==> config.mk <==
export PLATFORM = sky130hd
export DESIGN_NAME = hazard_ctrl
export DESIGN_NICKNAME = d
export VERILOG_FILES = /design/src/rtl/hazard_pkg.sv /design/src/rtl/hazard_fwd_sel.sv /design/src/rtl/hazard_load_use.sv /design/src/rtl/hazard_stall_ext.sv /design/src/rtl/hazard_ctrl.sv
export SDC_FILE = /design/constraint.sdc
export NUM_CORES = 1
export LEC_CHECK = 0
export ABC_AREA = 1
export ABC_CLOCK_PERIOD_IN_PS = 2450
export BUFFER_PORTS_ARGS = -buffer_cell sky130_fd_sc_hd__buf_2
export CAP_MARGIN = 20
export CORE_AREA = 4 4 41 43
export DETAILED_ROUTE_END_ITERATION = 7
export DIE_AREA = 0 0 45 47
export PLACE_DENSITY = 0.86
export SLEW_MARGIN = 20
export SYNTH_ARGS = -nofsm -noshare
export SYNTH_HDL_FRONTEND = slang
export SYNTH_SLANG_ARGS = --single-unit
==> constraint.sdc <==
create_clock -name clk_i -period 2.45 [get_ports clk_i]
set_input_delay 0.245 -clock clk_i [delete_from_list [all_inputs] [get_ports clk_i]]
set_output_delay 0.245 -clock clk_i [all_outputs]
set_load 0.1 [all_outputs]
==> src/rtl/hazard_pkg.sv <==
package hazard_pkg;
  typedef enum logic [1:0] {
    FWD_RF   = 2'b00,
    FWD_WB   = 2'b01,
    FWD_MEM  = 2'b10
  } fwd_sel_e;
endpackage

==> src/rtl/hazard_fwd_sel.sv <==
module hazard_fwd_sel
  import hazard_pkg::*;
#(
  parameter int REG_AW = 5
) (
  input  logic [REG_AW-1:0] src_i,
  input  logic [REG_AW-1:0] exmem_rd_i,
  input  logic              exmem_wr_i,
  input  logic [REG_AW-1:0] memwb_rd_i,
  input  logic              memwb_wr_i,
  output fwd_sel_e          sel_o
);
  logic src_live, hit_mem, hit_wb;

  assign src_live = |src_i;
  assign hit_mem  = src_live && exmem_wr_i && (exmem_rd_i == src_i);
  assign hit_wb   = src_live && memwb_wr_i && (memwb_rd_i == src_i);

  // newer result wins
  always_comb begin
    if (hit_mem)     sel_o = FWD_MEM;
    else if (hit_wb) sel_o = FWD_WB;
    else             sel_o = FWD_RF;
  end
endmodule

==> src/rtl/hazard_load_use.sv <==
module hazard_load_use #(
  parameter int REG_AW = 5
) (
  input  logic [REG_AW-1:0] ifid_rs_i,
  input  logic [REG_AW-1:0] ifid_rt_i,
  input  logic [REG_AW-1:0] idex_rt_i,
  input  logic              idex_mem_rd_i,
  output logic              hit_o
);
  logic dst_live;

  assign dst_live = |idex_rt_i;
  assign hit_o    = idex_mem_rd_i && dst_live &&
                    ((idex_rt_i == ifid_rs_i) || (idex_rt_i == ifid_rt_i));
endmodule

==> src/rtl/hazard_stall_ext.sv <==
module hazard_stall_ext #(
  parameter bit FWD_EN = 1'b1
) (
  input  logic clk_i,
  input  logic rst_ni,
  input  logic hit_i,
  output logic stall_o
);
  localparam bit NEED_EXT = !FWD_EN;

  logic ext_q, ext_d;

  // second cycle only when no bypass path exists
  assign ext_d   = NEED_EXT && hit_i && !ext_q;
  assign stall_o = hit_i || ext_q;

  always_ff @(posedge clk_i or negedge rst_ni) begin
    if (!rst_ni) ext_q <= 1'b0;
    else         ext_q <= ext_d;
  end
endmodule

==> src/rtl/hazard_ctrl.sv <==
module hazard_ctrl
  import hazard_pkg::*;
#(
  parameter int REG_AW = 5,
  parameter bit FWD_EN = 1'b1
) (
  input  logic              clk_i,
  input  logic              rst_ni,
  input  logic [REG_AW-1:0] ifid_rs_i,
  input  logic [REG_AW-1:0] ifid_rt_i,
  input  logic [REG_AW-1:0] idex_rs_i,
  input  logic [REG_AW-1:0] idex_rt_i,
  input  logic              idex_mem_rd_i,
  input  logic [REG_AW-1:0] exmem_rd_i,
  input  logic              exmem_reg_wr_i,
  input  logic [REG_AW-1:0] memwb_rd_i,
  input  logic              memwb_reg_wr_i,
  output logic [1:0]        fwd_a_o,
  output logic [1:0]        fwd_b_o,
  output logic              pc_hold_o,
  output logic              ifid_hold_o,
  output logic              bubble_o
);
  localparam int N_OPS = 2;

  logic [REG_AW-1:0] op_src [N_OPS];
  logic [1:0]        op_sel [N_OPS];
  logic              lu_hit, stall;

  assign op_src[0] = idex_rs_i;
  assign op_src[1] = idex_rt_i;

  for (genvar g = 0; g < N_OPS; g++) begin : g_op
    if (FWD_EN) begin : g_fwd
      fwd_sel_e sel;
      hazard_fwd_sel #(.REG_AW(REG_AW)) u_sel (
        .src_i      (op_src[g]),
        .exmem_rd_i (exmem_rd_i),
        .exmem_wr_i (exmem_reg_wr_i),
        .memwb_rd_i (memwb_rd_i),
        .memwb_wr_i (memwb_reg_wr_i),
        .sel_o      (sel)
      );
      assign op_sel[g] = sel;
    end else begin : g_nofwd
      assign op_sel[g] = FWD_RF;
    end
  end

  hazard_load_use #(.REG_AW(REG_AW)) u_lu (
    .ifid_rs_i     (ifid_rs_i),
    .ifid_rt_i     (ifid_rt_i),
    .idex_rt_i     (idex_rt_i),
    .idex_mem_rd_i (idex_mem_rd_i),
    .hit_o         (lu_hit)
  );

  hazard_stall_ext #(.FWD_EN(FWD_EN)) u_ext (
    .clk_i   (clk_i),
    .rst_ni  (rst_ni),
    .hit_i   (lu_hit),
    .stall_o (stall)
  );

  assign fwd_a_o     = op_sel[0];
  assign fwd_b_o     = op_sel[1];
  assign pc_hold_o   = stall;
  assign ifid_hold_o = stall;
  assign bubble_o    = stall;
endmodule

==> flow_summary.json <==
{
  "placed_area_sq_um": 778,
  "synthAdderAreaFrac_pct": 0,
  "peakVddDrop_uv": 87.8,
  "grt_pass1_wl_um": 2710,
  "ant_nets": 0,
  "worstHoldEndpoint": "pc_hold_o",
  "globalplace.congestion": 0.740,
  "numPortBuffers": 40,
  "synth_top_family_by_area": "simple AND/OR/NAND/NOR gates",
  "clock_buffer_count": 0,
  "initial_utilization_pct": 45.9,
  "grt-ovfl-total": 0,
  "setup_viol": 0,
  "synth_cell_type_count": 20,
  "num_vias": 833,
  "remaining_drc_errors": 0,
  "synth-simple-area-share_pct": 56.8,
  "ctsResizeCount": 0,
  "yosysSeqAreaShare_pct": 0,
  "dp_cells": 177,
  "via_per_inst": 4.71,
  "synthXorXnorAreaFrac_pct": 13.2,
  "drt_iter0_markers": 14,
  "critPathKind": "in2out",
  "leakagePower_nw": 0.515,
  "syn-cell-area_sq_um": 597,
  "wl_per_cell_um": 9.22,
  "core_sq_um": 1300,
  "yosysWarnings": 0,
  "grt_max_degree": 7,
  "drt-total-wl_um": 1630,
  "clock.fmax_ghz": 0.606,
  "seq_cells": 0,
  "slew_headroom_pct": 67.2,
  "cp.arrival_ns": 1.40,
  "crit_required_ns": 2.20,
  "finalHoldViolations": 0,
  "hold_depth": 4,
  "syn_to_final_growth_pct": 30.4,
  "die_h_um": 47,
  "synth.area.mux_share_pct": 0,
  "fin_cells": 177,
  "post-cts-setup-buffers": 0,
  "tightest_slew_ns": 0.495,
  "finalCritPeriodShare_pct": 67.3,
  "regArea_sq_um": 0,
  "fin_tns_setup_ns": 0,
  "cp_max_fo": 6,
  "first_pass_iters": 4,
  "most-common-layout-cells": "nand2_1, buf_2, inv_1, nor2_1, xnor2_1",
  "final_area_sq_um": 778,
  "track_usage_pct": 16.0,
  "diodes": 0,
  "period_needed_ns": 1.65,
  "die_w_um": 45,
  "hp-start": "idex_mem_rd_i",
  "endpoint_kind": "primary output",
  "drv_slew": 0,
  "ios": 42,
  "synth_compound_area_share_pct": 7.76,
  "status": "finished clean",
  "cp-start-kind": "primary input",
  "avgSynthCellArea_sq_um": 4.70,
  "rows": 13,
  "rsz0062_at_grt": "no",
  "dp_hpwl_um": 1480,
  "die_area_sq_um": 2120,
  "cap_violations": 0,
  "syn_inst": 127,
  "drive_gt1_share_pct": 32.7,
  "finalNetCount": 199,
  "final_common_cell": "nand2_1",
  "grt_pass1_vias": 753,
  "holdCritPathClass": "in2out",
  "power.density_nw_per_um2": 183,
  "cts_hold_buf": 0,
  "syn-num-nets": 162,
  "antenna_found_initial": 0
}
synth_stat cells:
cell,count,share of area [%]
buf_4,4,5.0
o211ai_1,1,1.3
a21oi_1,1,0.84
nor2_4,1,1.9
nor2_2,3,3.1
nand4_1,2,2.1
o21ai_2,1,1.5
nor2_1,15,9.4
nand3b_1,1,1.3
buf_6,1,1.9
xnor2_1,7,10
nand2_2,2,2.1
inv_1,19,12
nand3_1,5,4.2
inv_2,4,2.5
o21ai_0,4,3.4
nand2_1,52,33
xor2_1,2,2.9
o21ai_1,1,0.84
clkinv_2,1,0.84
cell families after synthesis:
kind of cell	after synthesis
and+or+nand+nor	81
buffers and inverters	29
xor gates and xnor gates	9
AOI/OAI and AO/OA	8
area by class of cell:
cell class / count / area (sq um)
inverters: 24 / 91.3
well taps: 15 / 18.8
fillers: 149 / 523
repair buffers: 40 / 200
multi-input cells: 98 / 468
worst max-delay path by stage:
stage,start,endpoint,slack (ns),depth (start not counted)
floorplan,idex_rt_i[0],ifid_hold_o,0.15,6
global placement,idex_rt_i[1],fwd_b_o[0],0.83,9
detailed placement,idex_rt_i[1],fwd_b_o[0],0.80,9
CTS,idex_rt_i[1],fwd_b_o[0],0.80,9
global route,idex_rt_i[0],fwd_b_o[0],0.70,10
finish,idex_rt_i[3],bubble_o,0.80,8
metal layers:
| metal | wire length [um] | vias to the layer above | global-route usage, % |
|---|---|---|---|
| li1 | - | 444 | - |
| met1 | 641 | 370 | 17.8 |
| met2 | 895 | 19 | 35.0 |
| met3 | 94 | 0 | 0 |
| met4 | 0 | 0 | 0 |
| met5 | 0 | - | 0 |
critical path, cell delays in order:
cell and delay (ns):
buf_2 0.16, inv_2 0.06, nand2_1 0.05, nand2_1 0.05, nor2_1 0.10, nand3_1 0.10, a21oi_2 0.18, buf_2 0.45
through the flow:
stage / setup slack, ns / hold WS [ns] / util (%) / power, mW
finish: 0.800 / 0.977 / 59.8 / 0.142
detailed placement: 0.799 / 0.976 / 59.8 / 0.142
global placement: 0.827 / 0.972 / 59.8 / 0.138
CTS: 0.800 / 0.976 / 59.8 / 0.143
global route: 0.704 / 1.00 / 59.8 / 0.159
floorplan: 0.146 / 0.738 / - / 0.0957
power by group:
group / leakage [nW] / switching, mW / internal [mW]
Combinational: 0.515 / 0.0891 / 0.0533
Clock: 0 / 0 / 0
Sequential: 0 / 0 / 0
Total: 0.515 / 0.0891 / 0.0533
(Power assumes the default switching activity.)
